==> config.mk <==
export PLATFORM = sky130hd
export DESIGN_NAME = bcd_rtc
export DESIGN_NICKNAME = d
export VERILOG_FILES = /design/src/rtl/bcd_rtc_pkg.sv /design/src/rtl/bcd_rtc_calendar.sv /design/src/rtl/bcd_rtc_view.sv /design/src/rtl/bcd_rtc_alarm.sv /design/src/rtl/bcd_rtc.sv
export SDC_FILE = /design/constraint.sdc
export NUM_CORES = 1
export LEC_CHECK = 0
export ABC_AREA = 1
export BUFFER_PORTS_ARGS = -buffer_cell sky130_fd_sc_hd__clkbuf_2
export CAP_MARGIN = 10
export CORE_MARGIN = 5
export CORE_UTILIZATION = 35
export CTS_CLUSTER_DIAMETER = 80
export DETAILED_ROUTE_END_ITERATION = 6
export GPL_ROUTABILITY_DRIVEN = 1
export GPL_TIMING_DRIVEN = 0
export PLACE_DENSITY_LB_ADDON = 0.2
export RECOVER_POWER = 100
export SYNTH_ARGS = -nofsm -noshare
export SYNTH_HDL_FRONTEND = slang
export SYNTH_SLANG_ARGS = --single-unit
==> constraint.sdc <==
create_clock -name clk -period 2.05 [get_ports clk]
set_clock_uncertainty 0.05 [all_clocks]
set_input_delay 0.41 -clock clk [delete_from_list [all_inputs] [get_ports clk]]
set_output_delay 0.41 -clock clk [all_outputs]
set_load 0.005 [all_outputs]
==> src/rtl/bcd_rtc_pkg.sv <==
package bcd_rtc_pkg;
  localparam int OFS_W       = 4;
  localparam int TIME_FIELDS = 8;
  localparam int ALM_FIELDS  = 4;

  typedef logic [7:0] bcd8_t;

  // sec occupies the low byte so field index i equals its bus offset
  typedef struct packed {
    bcd8_t cen;
    bcd8_t yr;
    bcd8_t mon;
    bcd8_t dom;
    bcd8_t dow;
    bcd8_t hr;
    bcd8_t min;
    bcd8_t sec;
  } rtc_time_t;

  localparam logic [OFS_W-1:0] OFS_SEC  = 4'h0;
  localparam logic [OFS_W-1:0] OFS_MIN  = 4'h1;
  localparam logic [OFS_W-1:0] OFS_HR   = 4'h2;
  localparam logic [OFS_W-1:0] OFS_DOW  = 4'h3;
  localparam logic [OFS_W-1:0] OFS_DOM  = 4'h4;
  localparam logic [OFS_W-1:0] OFS_MON  = 4'h5;
  localparam logic [OFS_W-1:0] OFS_YR   = 4'h6;
  localparam logic [OFS_W-1:0] OFS_CEN  = 4'h7;
  localparam logic [OFS_W-1:0] OFS_ASEC = 4'h8;
  localparam logic [OFS_W-1:0] OFS_AMIN = 4'h9;
  localparam logic [OFS_W-1:0] OFS_AHR  = 4'hA;
  localparam logic [OFS_W-1:0] OFS_ADOM = 4'hB;
  localparam logic [OFS_W-1:0] OFS_ENA  = 4'hC;
  localparam logic [OFS_W-1:0] OFS_FLG  = 4'hD;
  localparam logic [OFS_W-1:0] OFS_CTL  = 4'hE;

  localparam int CTL_DST  = 0;
  localparam int CTL_H24  = 1;
  localparam int CTL_RUN  = 2;
  localparam int CTL_HOLD = 3;
  localparam int ENA_ABE  = 2;
  localparam int ENA_AIE  = 3;
  localparam int FLG_ALM  = 3;

  localparam bcd8_t     CTL_RESET  = 8'h04;
  localparam rtc_time_t RESET_TIME = '{cen: 8'h20, yr: 8'h00, mon: 8'h01, dom: 8'h01,
                                       dow: 8'h01, hr: 8'h00, min: 8'h00, sec: 8'h00};

  function automatic bcd8_t bcd_inc(input bcd8_t v);
    bcd8_t r;
    if (v[3:0] >= 4'd9) r = {v[7:4] + 4'd1, 4'd0};
    else                r = {v[7:4], v[3:0] + 4'd1};
    return r;
  endfunction

  // two-digit BCD year divisible by 4
  function automatic logic year_div4(input bcd8_t y);
    logic r;
    if (y[4]) r = (y[3:0] == 4'd2) || (y[3:0] == 4'd6);
    else      r = (y[3:0] == 4'd0) || (y[3:0] == 4'd4) || (y[3:0] == 4'd8);
    return r;
  endfunction

  function automatic bcd8_t month_last(input bcd8_t m, input bcd8_t y);
    bcd8_t r;
    case (m)
      8'h02:                      r = year_div4(y) ? 8'h29 : 8'h28;
      8'h04, 8'h06, 8'h09, 8'h11: r = 8'h30;
      default:                    r = 8'h31;
    endcase
    return r;
  endfunction
endpackage

==> src/rtl/bcd_rtc_calendar.sv <==
module bcd_rtc_calendar
  import bcd_rtc_pkg::*;
(
  input  logic      clk,
  input  logic      rst,
  input  logic      step,
  input  logic      load,
  input  rtc_time_t load_val,
  output rtc_time_t now
);
  rtc_time_t nxt;
  logic c_min, c_hr, c_day, c_mon, c_yr, c_cen;

  always_comb begin
    nxt   = now;
    c_min = (now.sec == 8'h59);
    c_hr  = c_min && (now.min == 8'h59);
    c_day = c_hr  && (now.hr  == 8'h23);
    c_mon = c_day && (now.dom == month_last(now.mon, now.yr));
    c_yr  = c_mon && (now.mon == 8'h12);
    c_cen = c_yr  && (now.yr  == 8'h99);

    nxt.sec = c_min ? 8'h00 : bcd_inc(now.sec);
    if (c_min) nxt.min = (now.min == 8'h59) ? 8'h00 : bcd_inc(now.min);
    if (c_hr)  nxt.hr  = (now.hr  == 8'h23) ? 8'h00 : bcd_inc(now.hr);
    if (c_day) begin
      nxt.dow = (now.dow == 8'h07) ? 8'h01 : bcd_inc(now.dow);
      nxt.dom = c_mon ? 8'h01 : bcd_inc(now.dom);
    end
    if (c_mon) nxt.mon = c_yr ? 8'h01 : bcd_inc(now.mon);
    if (c_yr)  nxt.yr  = c_cen ? 8'h00 : bcd_inc(now.yr);
    if (c_cen) nxt.cen = (now.cen == 8'h99) ? 8'h00 : bcd_inc(now.cen);
  end

  always_ff @(posedge clk) begin
    if (rst)       now <= RESET_TIME;
    else if (load) now <= load_val;
    else if (step) now <= nxt;
  end
endmodule

==> src/rtl/bcd_rtc_view.sv <==
module bcd_rtc_view
  import bcd_rtc_pkg::*;
(
  input  logic             clk,
  input  logic             rst,
  input  logic             wr_en,
  input  logic [OFS_W-1:0] ofs,
  input  bcd8_t            wdata,
  input  logic             step,
  input  rtc_time_t        now,
  output rtc_time_t        shown,
  output bcd8_t            ctl_q,
  output logic             commit,
  output logic             pend_q,
  output logic             refresh
);
  localparam logic [OFS_W-1:0] TIME_LIMIT = OFS_W'(TIME_FIELDS);

  logic [TIME_FIELDS-1:0][7:0] now_a;
  logic [TIME_FIELDS-1:0][7:0] shown_a;
  logic [7:0] fld_q [TIME_FIELDS];
  logic copy_ok_q, dirty_q, hold, ctl_wr, time_wr;

  assign now_a   = now;
  assign hold    = ctl_q[CTL_HOLD];
  assign ctl_wr  = wr_en && (ofs == OFS_CTL);
  assign time_wr = wr_en && hold && (ofs < TIME_LIMIT);
  assign commit  = ctl_wr && hold && !wdata[CTL_HOLD] && dirty_q;
  assign refresh = pend_q && copy_ok_q;

  for (genvar i = 0; i < TIME_FIELDS; i++) begin : g_fld
    localparam logic [OFS_W-1:0] MY_OFS = OFS_W'(i);
    always_ff @(posedge clk) begin
      if (rst)                           fld_q[i] <= RESET_TIME[8*i +: 8];
      else if (time_wr && ofs == MY_OFS) fld_q[i] <= wdata;
      else if (refresh)                  fld_q[i] <= now_a[i];
    end
  end

  always_comb begin
    for (int i = 0; i < TIME_FIELDS; i++) shown_a[i] = fld_q[i];
  end
  assign shown = shown_a;

  always_ff @(posedge clk) begin
    if (rst) begin
      ctl_q     <= CTL_RESET;
      pend_q    <= 1'b0;
      copy_ok_q <= 1'b0;
      dirty_q   <= 1'b0;
    end else begin
      if (ctl_wr) ctl_q <= {4'b0000, wdata[3:0]};
      pend_q    <= step;
      copy_ok_q <= step && !hold;
      if (ctl_wr && !wdata[CTL_HOLD]) dirty_q <= 1'b0;
      else if (time_wr)               dirty_q <= 1'b1;
    end
  end
endmodule

==> src/rtl/bcd_rtc_alarm.sv <==
module bcd_rtc_alarm
  import bcd_rtc_pkg::*;
(
  input  logic                        clk,
  input  logic                        rst,
  input  logic                        wr_en,
  input  logic [OFS_W-1:0]            ofs,
  input  bcd8_t                       wdata,
  input  logic                        flag_rd,
  input  logic                        check,
  input  rtc_time_t                   now,
  output logic [ALM_FIELDS-1:0][7:0]  alm_o,
  output logic [1:0]                  ena_q,
  output logic                        flag_q,
  output logic                        hit,
  output logic                        irq_q
);
  logic [ALM_FIELDS-1:0][7:0] now_f;
  logic [7:0]                 alm_q [ALM_FIELDS];
  logic [ALM_FIELDS-1:0]      eq;
  logic                       ena_wr, flag_d, aie_d;

  assign now_f = {now.dom, now.hr, now.min, now.sec};

  for (genvar i = 0; i < ALM_FIELDS; i++) begin : g_cmp
    localparam logic [OFS_W-1:0] MY_OFS = OFS_ASEC + OFS_W'(i);
    always_ff @(posedge clk) begin
      if (rst)                         alm_q[i] <= 8'h00;
      else if (wr_en && ofs == MY_OFS) alm_q[i] <= wdata;
    end
    assign eq[i] = (alm_q[i] == now_f[i]);
  end

  always_comb begin
    for (int i = 0; i < ALM_FIELDS; i++) alm_o[i] = alm_q[i];
  end

  assign ena_wr = wr_en && (ofs == OFS_ENA);
  assign hit    = check && (&eq);
  assign flag_d = hit ? 1'b1 : (flag_rd ? 1'b0 : flag_q);
  assign aie_d  = ena_wr ? wdata[ENA_AIE] : ena_q[1];

  always_ff @(posedge clk) begin
    if (rst) begin
      ena_q  <= 2'b00;
      flag_q <= 1'b0;
      irq_q  <= 1'b0;
    end else begin
      if (ena_wr) ena_q <= {wdata[ENA_AIE], wdata[ENA_ABE]};
      flag_q <= flag_d;
      irq_q  <= flag_d && aie_d;
    end
  end
endmodule

==> src/rtl/bcd_rtc.sv <==
module bcd_rtc
  import bcd_rtc_pkg::*;
#(
  parameter int ADDR_W = 6
) (
  input  logic              clk,
  input  logic              rst,
  input  logic              tick_1hz,
  input  logic [ADDR_W-1:0] bus_addr,
  input  logic              bus_wr,
  input  logic              bus_rd,
  input  logic [7:0]        bus_wdata,
  output logic [7:0]        bus_rdata,
  output logic              alarm_irq
);
  logic                       in_page, wr_en, rd_en, flag_rd, step;
  logic [OFS_W-1:0]           ofs;
  rtc_time_t                  now, shown;
  bcd8_t                      ctl_q, rd_val;
  logic                       commit, pend_q, refresh;
  logic [ALM_FIELDS-1:0][7:0] alm_o;
  logic [1:0]                 ena_q;
  logic                       flag_q, hit;

  assign in_page = (bus_addr >> OFS_W) == '0;
  assign ofs     = bus_addr[OFS_W-1:0];
  assign wr_en   = bus_wr && in_page;
  assign rd_en   = bus_rd && in_page;
  assign flag_rd = rd_en && (ofs == OFS_FLG);
  assign step    = tick_1hz && ctl_q[CTL_RUN] && !commit;

  bcd_rtc_calendar u_cal (
    .clk(clk), .rst(rst), .step(step), .load(commit), .load_val(shown), .now(now)
  );

  bcd_rtc_view u_view (
    .clk(clk), .rst(rst), .wr_en(wr_en), .ofs(ofs), .wdata(bus_wdata),
    .step(step), .now(now), .shown(shown), .ctl_q(ctl_q), .commit(commit),
    .pend_q(pend_q), .refresh(refresh)
  );

  bcd_rtc_alarm u_alm (
    .clk(clk), .rst(rst), .wr_en(wr_en), .ofs(ofs), .wdata(bus_wdata),
    .flag_rd(flag_rd), .check(pend_q), .now(now), .alm_o(alm_o),
    .ena_q(ena_q), .flag_q(flag_q), .hit(hit), .irq_q(alarm_irq)
  );

  always_comb begin
    rd_val = 8'h00;
    case (ofs)
      OFS_SEC:  rd_val = shown.sec;
      OFS_MIN:  rd_val = shown.min;
      OFS_HR:   rd_val = shown.hr;
      OFS_DOW:  rd_val = shown.dow;
      OFS_DOM:  rd_val = shown.dom;
      OFS_MON:  rd_val = shown.mon;
      OFS_YR:   rd_val = shown.yr;
      OFS_CEN:  rd_val = shown.cen;
      OFS_ASEC: rd_val = alm_o[0];
      OFS_AMIN: rd_val = alm_o[1];
      OFS_AHR:  rd_val = alm_o[2];
      OFS_ADOM: rd_val = alm_o[3];
      OFS_ENA:  rd_val = {4'b0000, ena_q, 2'b00};
      OFS_FLG:  rd_val = {4'b0000, flag_q, 3'b000};
      OFS_CTL:  rd_val = ctl_q;
      default:  rd_val = 8'h00;
    endcase
  end

  always_ff @(posedge clk) begin
    if (rst)        bus_rdata <= 8'h00;
    else if (bus_wr || bus_rd) bus_rdata <= rd_en ? rd_val : 8'h00;
  end
endmodule

==> impl_results.md <==
- RD Place Congestion: 0.9888
- Cts bufs inserted: 17
- Peak VDD IR: 0.5040 mV
- Syn avg cell area: 8.093 µm²
- Residual DRC: 0
- Final setup fails: 100
- Initial core utilization: 35.44%
- Fraction of layout cells with a size suffix above 1: 22.11%
- Ys flop type: edfxtp_1
- Setup slack after layout: -0.1679 ns
- Worst-Skew Late Latency: 0.45 ns
- Worst EP required: 2.35 ns
- Sink Count: 179
- Setup TNS: -4.862 ns
- Final hold vios: 0
- # fillers: 2929
- Area share of the largest cell type after synthesis: 28.34%
- Leak Pwr: 5.169 nW
- Violated checks: negative setup slack
- Vias per cell: 5.600
- Max transition margin: 15.83%
- Syn. warnings: 0
- Max Slew Vio Count: 0
- Mapped Cells: 1257
- Total wire length: 39770 µm
- Post-synth ARST share: 0%
- Overall power: 8.100 mW
- Die Area: 32580 µm²
- Clk root buf: clkbuf_16
- RSZ-0062 raised after global routing: yes
- I/O Buffers: 27
- ANT cells: 0
- Worst EP arrival: 2.52 ns
- Crit. End Element: flop
- Die Span X: 180.5 µm
- Die span in y: 180.5 µm
- Antenna-violating nets left: 0
- Netlist cell types: 50
- #FFs+latches synth: 179
- Yosys top cell by area: edfxtp_1
- HPWL Detailed: 28930 µm
- Synth top area cells: edfxtp_1, dfxtp_1, nand2_1
- Antenna violations before repair: 0
- Worst path slowest cell: dfxtp_4
- Pwr dens: 640.5 nW/µm²
- GRT Util Overall: 23.60%
- Std cell rows: 62
- Outcome: finished with violations
- Largest net degree at the start of global routing: 17
- CP Max Fanout: 3
- Vias: 9850
- NumNets Final: 1424
- Synth Net Count: 1319
- Htree depth: 4
- Period utilisation layout: 108.2%
- Drt initial violations: 1007
- Fmax achieved: 0.4509 GHz
- Worst setup SP type: flop
- Crit path kind: reg2reg
- Routed len/inst: 22.61 µm
- Area grow syn2layout: 24.31%
- Number of synthesized flops with an enable pin: 96
- First-pass GRT wire length: 57950 µm
- CTS tree: built
- Clk slew on worst S/H paths: 0.08 ns
- Worst slew pin tran: 1.262 ns
- Worst Hold Class: in2reg
- Mapped cell area: 10170 µm²
- Top-count cell post-synth: nand2_1
- Clk buf depth: 2
- Vias in the first global route: 9216
- Slowest stage delay, CP: 0.36 ns
- Core area: 28700 µm²
- Max-cap violation count: 0
- Drt pass-1 iters: 6
- Worst-path cell chain: inv_4 > ha_4 > nand3_2 > nor2_4 > nand2_4 > buf_4 > inv_4 > nand2_4 > nor2_4 > nand3_2 > o21ai_4 > buf_4 > nand3_1 > nand2_1 > nand2_1 > nor2_1 > nor2_1
- Global route overflow: 0
- Post-route minimum period: 2.218 ns
- Top Ports: 28
- Sequential element share of the synthesized area: 44.67%
- Post-synth top cells: nand2_1, inv_1, nor2_1
- # hold bufs at CTS: 0
## cell type report
| type | count | area (µm²) | share of cell area, % |
|---|---|---|---|
| multi-input combinational | 849 | 5374 | 42.49 |
| tap | 384 | 480.5 | 3.799 |
| buffer | 31 | 178.9 | 1.415 |
| clock buffer | 21 | 491.7 | 3.888 |
| timing repair buffer | 86 | 589.3 | 4.660 |
| sequential | 179 | 4601 | 36.38 |
| clock inverter | 11 | 160.2 | 1.266 |
| inverter | 198 | 772.0 | 6.104 |
## registers in the layout (all words and copies together), names as in the netlist
name and count:
bus_rdata 8, u_alm.alm_q 32, u_alm.ena_q 2, u_alm.flag_q 1, u_alm.irq_q 1, u_cal.now 64
u_view.copy_ok_q 1, u_view.ctl_q 4, u_view.dirty_q 1, u_view.fld_q 64, u_view.pend_q 1
## worst max-delay path, delay by kind of cell (launching register included)
family	cells	cell delay [ns]
AO/OA/AOI/OAI	1	0.24
adder cells (fa/ha/maj)	1	0.12
buffers and inverters	4	0.43
flip-flops	1	0.36
AND/OR/NAND/NOR	11	0.92
## path summary, 6_finish.rpt
kind,from,to,slack (ns),cells past startpoint
worst max-delay path,u_cal.now[5],u_cal.now[55],-0.17,17
worst min-delay path,bus_wdata[2],u_view.ctl_q[2],0.23,3
worst max register to register,u_cal.now[5],u_cal.now[55],-0.17,17
worst min register to register,bus_rdata[0],bus_rdata[0],0.42,2
## per-layer routing
layer  part of all wire (%)  global-route usage [%]  routed length (µm)
met2                     46                   37.78               18220
met5                      0                       0                   0
met4                    4.2                   9.044                1664
met1                     42                   31.92               16800
met3                    7.8                   4.158                3085
## through the flow
| stage | setup slack, ns | cell area [µm²] | hold WS, ns | std cells | util, % |
|---|---|---|---|---|---|
| 3_3_place_gp | -1.114 | 10790 | 0.4071 | 1668 | 37.60 |
| 3_5_place_dp | -1.122 | 10790 | 0.4090 | 1668 | 37.60 |
| 5_1_grt | -0.2853 | 12650 | 0.2337 | 1759 | 44.06 |
| 4_1_cts | -0.08035 | 12140 | 0.2097 | 1734 | 42.31 |
| 6_report | -0.1679 | 12650 | 0.2316 | 1759 | 44.06 |
| 2_1_floorplan | 0.003886 | 10180 | 0.4008 | 1257 | - |
## where the power goes
part / switching (mW) / internal [mW]
clock network: 1.56 / 2.12
logic: 0.392 / 0.115
registers: 0.0736 / 3.85
total: 2.02 / 6.08
## logic make-up (layout without fill, tap and decap cells)
| group | after synthesis | count (layout) | synth area share [%] |
|---|---|---|---|
| and+or+nand+nor | 471 | 471 | 19.99 |
| AOI/OAI and AO/OA | 299 | 299 | 18.26 |
| buffers and inverters | 229 | 347 | 8.695 |
| DFF | 179 | 179 | 44.67 |
| adders and majority gates | 43 | 43 | 5.288 |
| xor gates and xnor gates | 36 | 36 | 3.099 |
## cell usage in the layout, fill, tap and decap left out, types with 6 or more instances in the layout
cell | netlist | routed
a21oi_1 | 55 | 51
a221oi_1 | 28 | 25
a31oi_1 | 15 | 13
buf_4 | 0 | 56
buf_6 | 2 | 6
clkbuf_1 | 19 | 23
clkbuf_16 | 0 | 18
clkbuf_2 | 0 | 24
dfxtp_1 | 83 | 62
dfxtp_2 | 0 | 9
dfxtp_4 | 0 | 12
edfxtp_1 | 96 | 96
ha_1 | 43 | 34
ha_4 | 0 | 6
inv_1 | 189 | 168
inv_2 | 7 | 20
inv_4 | 0 | 8
nand2_1 | 212 | 175
nand2_2 | 7 | 33
nand2_4 | 1 | 9
nand3_1 | 62 | 48
nand3_2 | 2 | 10
nand3_4 | 0 | 6
nand4_1 | 13 | 13
nor2_1 | 139 | 123
nor2_2 | 4 | 8
nor2_4 | 1 | 13
nor3_1 | 15 | 12
o2111ai_1 | 6 | 6
o21ai_0 | 76 | 65
o21ai_2 | 2 | 11
o22ai_1 | 80 | 79
xor2_1 | 32 | 32
## what timing repair did
action / in CTS / in global routing
setup endpoints to repair: 221 / 192
pin swaps: 33 / 34
setup buffers: 34 / 25
gates resized for setup: 151 / 106
(Power assumes the default switching activity.)
